## src/rtl/irq_eval_pkg.sv

```systemverilog
package irq_eval_pkg;
  localparam int SW_LO = 4;
  localparam int SW_HI = 18;
  localparam int SW_N  = SW_HI - SW_LO + 1;
  localparam int LVL_W = 5;

  typedef struct packed {
    logic             hit;
    logic [LVL_W-1:0] lvl;
  } lvl_pick_t;

  // level carried by a software request bit at absolute position pos
  function automatic logic [LVL_W-1:0] sw_bit_to_level(input int pos);
    return LVL_W'(pos - SW_LO + 1);
  endfunction

  // level carried by an external line at absolute position pos
  function automatic logic [LVL_W-1:0] ext_bit_to_level(input int pos);
    return LVL_W'(pos);
  endfunction

  // strictly-higher, nonzero comparison
  function automatic logic level_wins(input logic [LVL_W-1:0] lvl,
                                      input logic [LVL_W-1:0] cur);
    return (lvl != '0) && (lvl > cur);
  endfunction
endpackage

```

## src/rtl/irq_eval_regs.sv

```systemverilog
module irq_eval_regs
  import irq_eval_pkg::*;
#(
  parameter int DATA_W = 32
) (
  input  logic                 clk,
  input  logic                 rst_n,
  input  logic                 sw_wr_en,
  input  logic [DATA_W-1:0]    sw_wr_data,
  input  logic                 ipl_wr_en,
  input  logic [DATA_W-1:0]    ipl_wr_data,
  output logic [SW_N-1:0]      sw_bits,
  output logic [LVL_W-1:0]     cur_ipl
);
  always_ff @(posedge clk) begin
    if (!rst_n) begin
      sw_bits <= '0;
      cur_ipl <= '0;
    end else begin
      if (sw_wr_en)  sw_bits <= sw_wr_data[SW_HI:SW_LO];
      if (ipl_wr_en) cur_ipl <= ipl_wr_data[LVL_W-1:0];
    end
  end
endmodule

```

## src/rtl/irq_sw_scan.sv

```systemverilog
module irq_sw_scan
  import irq_eval_pkg::*;
(
  input  logic [SW_N-1:0] pend,
  output lvl_pick_t       pick
);
  logic [LVL_W-1:0] cand [SW_N];

  for (genvar g = 0; g < SW_N; g++) begin : g_cand
    assign cand[g] = sw_bit_to_level(SW_LO + g);
  end

  always_comb begin
    pick = '0;
    for (int i = 0; i < SW_N; i++) begin
      if (pend[i]) begin
        pick.hit = 1'b1;
        pick.lvl = cand[i];
      end
    end
  end
endmodule

```

## src/rtl/irq_ext_scan.sv

```systemverilog
module irq_ext_scan
  import irq_eval_pkg::*;
#(
  parameter int EXT_LO = 20,
  parameter int EXT_W  = 4
) (
  input  logic [EXT_W-1:0] lines,
  output lvl_pick_t        pick
);
  logic [LVL_W-1:0] cand [EXT_W];

  for (genvar g = 0; g < EXT_W; g++) begin : g_cand
    assign cand[g] = ext_bit_to_level(EXT_LO + g);
  end

  always_comb begin
    pick = '0;
    for (int i = 0; i < EXT_W; i++) begin
      if (lines[i]) begin
        pick.hit = 1'b1;
        pick.lvl = cand[i];
      end
    end
  end
endmodule

```

## src/rtl/irq_eval_decide.sv

```systemverilog
module irq_eval_decide
  import irq_eval_pkg::*;
#(
  parameter int EXT_LO = 20,
  parameter int EXT_W  = 4,
  localparam int SUM_W = EXT_LO + EXT_W
) (
  input  logic             clk,
  input  logic             rst_n,
  input  logic             eval,
  input  lvl_pick_t        sw_pick,
  input  lvl_pick_t        ext_pick,
  input  logic [SW_N-1:0]  sw_bits,
  input  logic [EXT_W-1:0] ext_lines,
  input  logic [LVL_W-1:0] cur_ipl,
  output logic             eval_edge,
  output logic             win,
  output logic [LVL_W-1:0] lvl_next,
  output logic             take,
  output logic [SUM_W-1:0] summary,
  output logic [LVL_W-1:0] level_id
);
  logic             eval_d;
  logic [SUM_W-1:0] sum_next;

  assign eval_edge = eval & ~eval_d;

  always_comb begin
    lvl_next = '0;
    if (ext_pick.hit)     lvl_next = ext_pick.lvl;
    else if (sw_pick.hit) lvl_next = sw_pick.lvl;
  end

  assign win = level_wins(lvl_next, cur_ipl);

  always_comb begin
    sum_next = '0;
    sum_next[SW_HI:SW_LO]     = sw_bits;
    sum_next[EXT_LO +: EXT_W] = ext_lines;
  end

  always_ff @(posedge clk) begin
    if (!rst_n) begin
      eval_d   <= 1'b0;
      take     <= 1'b0;
      summary  <= '0;
      level_id <= '0;
    end else begin
      eval_d <= eval;
      take   <= eval_edge & win;
      if (eval_edge & win) begin
        summary  <= sum_next;
        level_id <= lvl_next;
      end
    end
  end
endmodule

```

## src/rtl/irq_level_eval.sv

```systemverilog
module irq_level_eval
  import irq_eval_pkg::*;
#(
  parameter int DATA_W = 32,
  parameter int EXT_LO = 20,
  parameter int EXT_W  = 4
) (
  input  logic                     clk,
  input  logic                     rst_n,
  input  logic                     sw_wr_en,
  input  logic [DATA_W-1:0]        sw_wr_data,
  input  logic                     ipl_wr_en,
  input  logic [DATA_W-1:0]        ipl_wr_data,
  input  logic [EXT_W-1:0]         ext_irq,
  input  logic                     eval,
  output logic                     take_irq,
  output logic [EXT_LO+EXT_W-1:0]  irq_summary,
  output logic [LVL_W-1:0]         irq_level,
  output logic [DATA_W-1:0]        sw_req_rd,
  output logic [LVL_W-1:0]         ipl_rd
);
  logic [SW_N-1:0]  sw_bits;
  logic [LVL_W-1:0] cur_ipl;
  lvl_pick_t        sw_pick;
  lvl_pick_t        ext_pick;
  logic             eval_edge;
  logic             win;
  logic [LVL_W-1:0] lvl_next;

  irq_eval_regs #(.DATA_W(DATA_W)) u_regs (
    .clk        (clk),
    .rst_n      (rst_n),
    .sw_wr_en   (sw_wr_en),
    .sw_wr_data (sw_wr_data),
    .ipl_wr_en  (ipl_wr_en),
    .ipl_wr_data(ipl_wr_data),
    .sw_bits    (sw_bits),
    .cur_ipl    (cur_ipl)
  );

  irq_sw_scan u_sw_scan (
    .pend(sw_bits),
    .pick(sw_pick)
  );

  irq_ext_scan #(.EXT_LO(EXT_LO), .EXT_W(EXT_W)) u_ext_scan (
    .lines(ext_irq),
    .pick (ext_pick)
  );

  irq_eval_decide #(.EXT_LO(EXT_LO), .EXT_W(EXT_W)) u_decide (
    .clk      (clk),
    .rst_n    (rst_n),
    .eval     (eval),
    .sw_pick  (sw_pick),
    .ext_pick (ext_pick),
    .sw_bits  (sw_bits),
    .ext_lines(ext_irq),
    .cur_ipl  (cur_ipl),
    .eval_edge(eval_edge),
    .win      (win),
    .lvl_next (lvl_next),
    .take     (take_irq),
    .summary  (irq_summary),
    .level_id (irq_level)
  );

  always_comb begin
    sw_req_rd = '0;
    sw_req_rd[SW_HI:SW_LO] = sw_bits;
  end

  assign ipl_rd = cur_ipl;
endmodule

```

## config.mk

```make
export PLATFORM = sky130hd
export DESIGN_NAME = irq_level_eval
export DESIGN_NICKNAME = d
export VERILOG_FILES = /design/src/rtl/irq_eval_pkg.sv /design/src/rtl/irq_eval_regs.sv /design/src/rtl/irq_sw_scan.sv /design/src/rtl/irq_ext_scan.sv /design/src/rtl/irq_eval_decide.sv /design/src/rtl/irq_level_eval.sv
export SDC_FILE = /design/constraint.sdc
export NUM_CORES = 1
export LEC_CHECK = 0
export ABC_AREA = 1
export BUFFER_PORTS_ARGS = -buffer_cell sky130_fd_sc_hd__buf_2
export CAP_MARGIN = 20
export CORE_MARGIN = 2
export CORE_UTILIZATION = 44
export CTS_BUF_LIST = sky130_fd_sc_hd__clkbuf_8
export DETAILED_ROUTE_END_ITERATION = 6
export PLACE_DENSITY = 0.89
export SETUP_SLACK_MARGIN = 0.5
export SYNTH_ARGS = -nofsm -noshare
export SYNTH_HDL_FRONTEND = slang
export SYNTH_SLANG_ARGS = --single-unit
```

## constraint.sdc

```tcl
create_clock -name clk -period 3.6 [get_ports clk]
set_input_delay 0.72 -clock clk [delete_from_list [all_inputs] [get_ports clk]]
set_output_delay 0.72 -clock clk [all_outputs]
set_load 0.1 [all_outputs]
```

# After elaboration in Yosys (flattened, before gate mapping)
# Index checks and enable logic that the tools add are counted.
[word_totals]
in_bits = 73
register_bits = 46
out_inout_bits = 67
wordCells = 33
[op_classes]
reduce_logical = 2
mux = 21
bitwise_logic = 3
n_lt_le_gt_ge = 1
[op_table]
columns = ["cell", "n"]
rows = [
  ["2-to-1 mux 6 bit", 19],
  ["2-to-1 mux 5 bit", 2],
  ["> comparator 5 bit", 1],
  ["nonzero test 5 bit", 1],
  ["bitwise AND 1 bit", 2],
  ["logical AND 1 bit", 1],
  ["NOT 1 bit", 1],
]

# Logic depth before layout (Yosys ltp)
[logic_depth]
ltp_word = 20
depth_mapped = 26
ltp_nobuf = 25

# Hierarchy
# Synthesis repeated with hierarchy kept, for this count alone.
[unflattened]
hier_cells = 462
area_unflattened_um2 = 2882.8
[modules_own_cells]
columns = ["mod", "n_inst", "seq_area_each_um2", "cells_per_inst", "area_per_inst_um2"]
rows = [
  ["irq_eval_decide", 1, 520.5, 261, 1672.9],
  ["irq_eval_regs", 1, 400.4, 126, 829.5],
  ["irq_sw_scan", 1, 0.0, 45, 190.2],
  ["irq_level_eval", 1, 0.0, 18, 131.4],
  ["irq_ext_scan", 1, 0.0, 12, 58.8],
]

# Worst setup path after synthesis
# No wires, ideal clock.
[synth_timing]
kind = "register to register"
from = "register u_regs.sw_bits[2]"
to = "register u_decide.level_id[1]"
setup_time_ns = 0.066
stages_incl_launch_ff = 26
synth_period_minus_slack_ns = 3.570
required_ns = 3.534
path_slack_ns = 0.030
n_path_buf = 2
arrival_time_ns = 3.504
path_cell_list = "dfxtp_1 inv_1 nand2_1 nand2_1 nand2_1 nand2_1 nand2_1 nand2_1 nand2_1 nand2_1 nand2_1 nand2_1 nand2_1 nand2_1 nand2_1 nand2_1 nand2_1 inv_1 ha_1 nor4_1 a2111oi_0 nor4_1 buf_2 buf_1 a21oi_1 nor2_1"
[synth_via]
elab_chain_len = 18
elab_cells_between_ends = 19
classes_between = "1 x order compare; 15 x mux; 1 x bitwise; 2 x reduce/logical"
[synth_rtl]
columns = ["item", "line_no", "source"]
rows = [
  ["from (decl)", "irq_eval_regs.sv:12", "output logic [SW_N-1:0] sw_bits,"],
  ["from (signal assigned)", "irq_eval_regs.sv:20", "if (sw_wr_en) sw_bits <= sw_wr_data[SW_HI:SW_LO];"],
  ["2-to-1 mux 6 bit (*) (13 in series)", "irq_sw_scan.sv:16", "if (pend[i]) begin"],
  ["2-to-1 mux 5 bit (*)", "irq_eval_decide.sv:31", "else if (sw_pick.hit) lvl_next = sw_pick.lvl;"],
  ["2-to-1 mux 5 bit (*)", "irq_eval_decide.sv:30", "if (ext_pick.hit) lvl_next = ext_pick.lvl;"],
  ["> comparator 5 bit or nonzero test 5 bit (tied branches)", "irq_eval_pkg.sv:25", "return (lvl != '0) && (lvl > cur);"],
  ["logical AND 1 bit", "irq_eval_pkg.sv:25", ""],
  ["bitwise AND 1 bit", "irq_eval_decide.sv:51", "if (eval_edge & win) begin"],
  ["to (signal assigned)", "irq_eval_decide.sv:53", "level_id <= lvl_next;"],
  ["to (decl)", "irq_eval_decide.sv:21", "output logic [LVL_W-1:0] level_id"],
]
# Mark *: on every way between the ends. The rest lies on a longest branch, timed or not.
# A chain may end at the register's enable or synchronous reset.

==> flow_summary.ini <==
[layout]
multiInputGateArea_um2 = 1140
final_cells = 456
seq_area_um2 = 947
nFillCells = 469
insertedDiodeCount = 0
drive_above_1_share = 0.329
fin_area_um2 = 2890
nets = 463
area_growth_pct = 27.1

[clocking]
cts_buffers = 5
cts_buffer_depth = 2
htree_levels = 2
clk_latency_ps = 300
cts_hold_buffers = 0
tritoncts = yes
cts_root_buf = clkbuf_8
numClockSinks = 46
cts.clk_slew.worst_paths_ps = 80

[route]
ant_nets = 0
wl_per_cell_um = 12.7
via_count = 2157
drc = 0
dr.pass1.iters = 4
drtIter0Drc = 122
wirelength_mm = 5.80
viasPerCell = 4.73

[setup_path]
r2r-start = u_regs.sw_bits[2]
ff2ff_path_depth = 18
path_max_fanout = 12
rr_endpoint = u_decide.level_id[2]
critPathRequiredTime_ps = 3790
crit_path_end_kind = flop
worst-setup-path-type = input port to flop
crit_path_start_kind = input port
reg2reg_slack_ps = 680
crit_arrival_ps = 3190

[placed_design]
placed_area_um2 = 2600
gp_congestion = 0.877
hpwlAfterDp_mm = 3.87
port_buffers = 73
place_inst = 440

[global_route]
grt_usage = 0.183
grt_pass1_vias = 1813
grt_use_met2 = 0.295
met3_usage = 0.0423
grt_pass1_wl_mm = 8.02
grt_max_degree = 49
gr-total-overflow = 0
use_met1 = 0.243
antenna_found_initial = 0
grt-busiest-layer = met2

[sta]
period_needed_ps = 3000
slew_headroom = 0.506
hold_viol = 0
finalCritPeriodShare = 0.833
rsz0062_at_grt = no
fin_hold_ws_ps = 471
tns_ps = 0
final-setup-viol-count = 0
clock_skew_ps = 10.5
slew_viol_final = 0
max_freq_ghz = 0.334
tightest_slew_ps = 741

[run_status]
status = completed

[power]
combPwrFrac = 0.425
sequentialPowerShare = 0.377
finalPower_uw = 1530
swShare = 0.476
p_int_uw = 802
power.switching_uw = 730
irDropWorstVdd_uv = 254
p_per_area_nw_per_um2 = 530
clockPowerShare = 0.198
p_leak_uw = 0.00146

[logic_synthesis]
syn_area_um2 = 2270
synth_seq_area_share = 0.405
synth.most_common_cell = nand2_1
synthCells = 313
yosysUniqueCellTypes = 26
synth_common_cells = nand2_1, a21oi_1, dfxtp_1
synth.avg_cell_area_um2 = 7.26
synthFlopType = dfxtp_1
synthTopCellsByArea = dfxtp_1, a21oi_1, buf_4
yosys.area.top_type = dfxtp_1
yosys_warnings = 0
yosysTopAreaCellShare = 0.405
synth_seq_cells = 46
synth_edf_count = 0
async_flop_share = 0

[hold_path]
hp-class = flop to flop
min_path_cells = 2
min_to = u_decide.level_id[0]
min_from = u_decide.level_id[0]

[floorplanning]
dieArea_um2 = 5760
initial_utilization = 0.451
die_h_um = 75.9
fp.dieW_um = 75.9
placementRows = 26
core_um2 = 5040
io_pins = 140

[flow_run]
maxCapViolCount = 0
## logic make-up after synthesis
kind of cell | share of synthesized area
fa+ha+maj | 0.0275
compound gates | 0.159
buf+inv | 0.180
simple gates | 0.227
other cells | 0.00165
flops | 0.405
## layout by cell type, fill, tap and decap left out, drive strengths merged
| cell type | Yosys | routed |
|---|---|---|
| inv | 38 | 38 |
| clkinvlp | 0 | 1 |
| nand2 | 50 | 50 |
| nand3 | 27 | 27 |
| ha | 5 | 5 |
| conb | 1 | 22 |
| nor2 | 30 | 30 |
| clkinv | 0 | 2 |
| bufbuf | 0 | 1 |
| nor4 | 3 | 3 |
| clkbuf | 7 | 5 |
| o211ai | 1 | 1 |
| nor4b | 1 | 1 |
| o21ai | 21 | 21 |
| buf | 32 | 82 |
| nor3 | 3 | 3 |
| a2111oi | 1 | 1 |
| a21oi | 47 | 47 |
| dfxtp | 46 | 46 |
## worst max path at each step
stage                        from                    to  depth (start not counted)
5_1_grt         u_regs.sw_bits[4]  u_decide.summary[20]                         18
3_3_place_gp           ext_irq[2]   u_decide.summary[5]                         16
6_report               ext_irq[3]  u_decide.level_id[2]                         17
4_1_cts                ext_irq[2]  u_decide.summary[20]                         16
2_1_floorplan  u_regs.sw_bits[12]  u_decide.level_id[1]                         15
3_5_place_dp           ext_irq[2]  u_decide.summary[20]                         15
## repair_timing
| action | 4_1_cts | 5_1_grt |
|---|---|---|
| resized for setup | 0 | 28 |
| setup endpoints to repair | 0 | 25 |
| buffers inserted | 0 | 5 |
## per-stage QoR
step	util	setup WS, ps
floorplan	-	512
global placement	0.515	324
detailed placement	0.515	304
CTS	0.532	586
global route	0.573	436
finish	0.573	603
## power groups by stage
stage | registers [µW] | clock network [µW] | logic (µW)
3_3_place_gp | 584 | 0 | 605
2_1_floorplan | 880 | 0 | 246
6_report | 578 | 304 | 651
5_1_grt | 581 | 339 | 687
3_5_place_dp | 586 | 0 | 611
4_1_cts | 574 | 313 | 612
## area by class of cell
class | instances | share of cell area
clock buffer | 5 | 0.0238
clock inverter | 3 | 0.00563
inverter | 38 | 0.0494
multi-input combinational | 211 | 0.395
sequential | 46 | 0.328
tap | 70 | 0.0303
timing repair buffer | 83 | 0.168
## registers in the layout, indices dropped and copies added (netlist names)
signal and cells:
u_regs.cur_ipl 5, u_decide.level_id 5, u_decide.eval_d 1, u_regs.sw_bits 15
u_decide.summary 19, u_decide.take 1
## critical path, stage by stage
cell	delay [ps]
buf_2	130
nor2_4	110
inv_2	50
nor3_4	210
inv_2	80
nor3_4	210
inv_2	70
ha_4	270
inv_2	50
nor4_4	250
a2111oi_4	100
nor4_4	370
buf_4	180
buf_6	150
nand3_1	90
nand2_1	100
nor2_1	50
## layer usage
metal | wire length, µm | vias to the layer above
met3 | 324 | 8
met4 | 77 | 0
met2 | 2820 | 78
met5 | 0 | -
li1 | - | 1107
met1 | 2570 | 964
No activity file was read; power rests on OpenSTA's default activity.
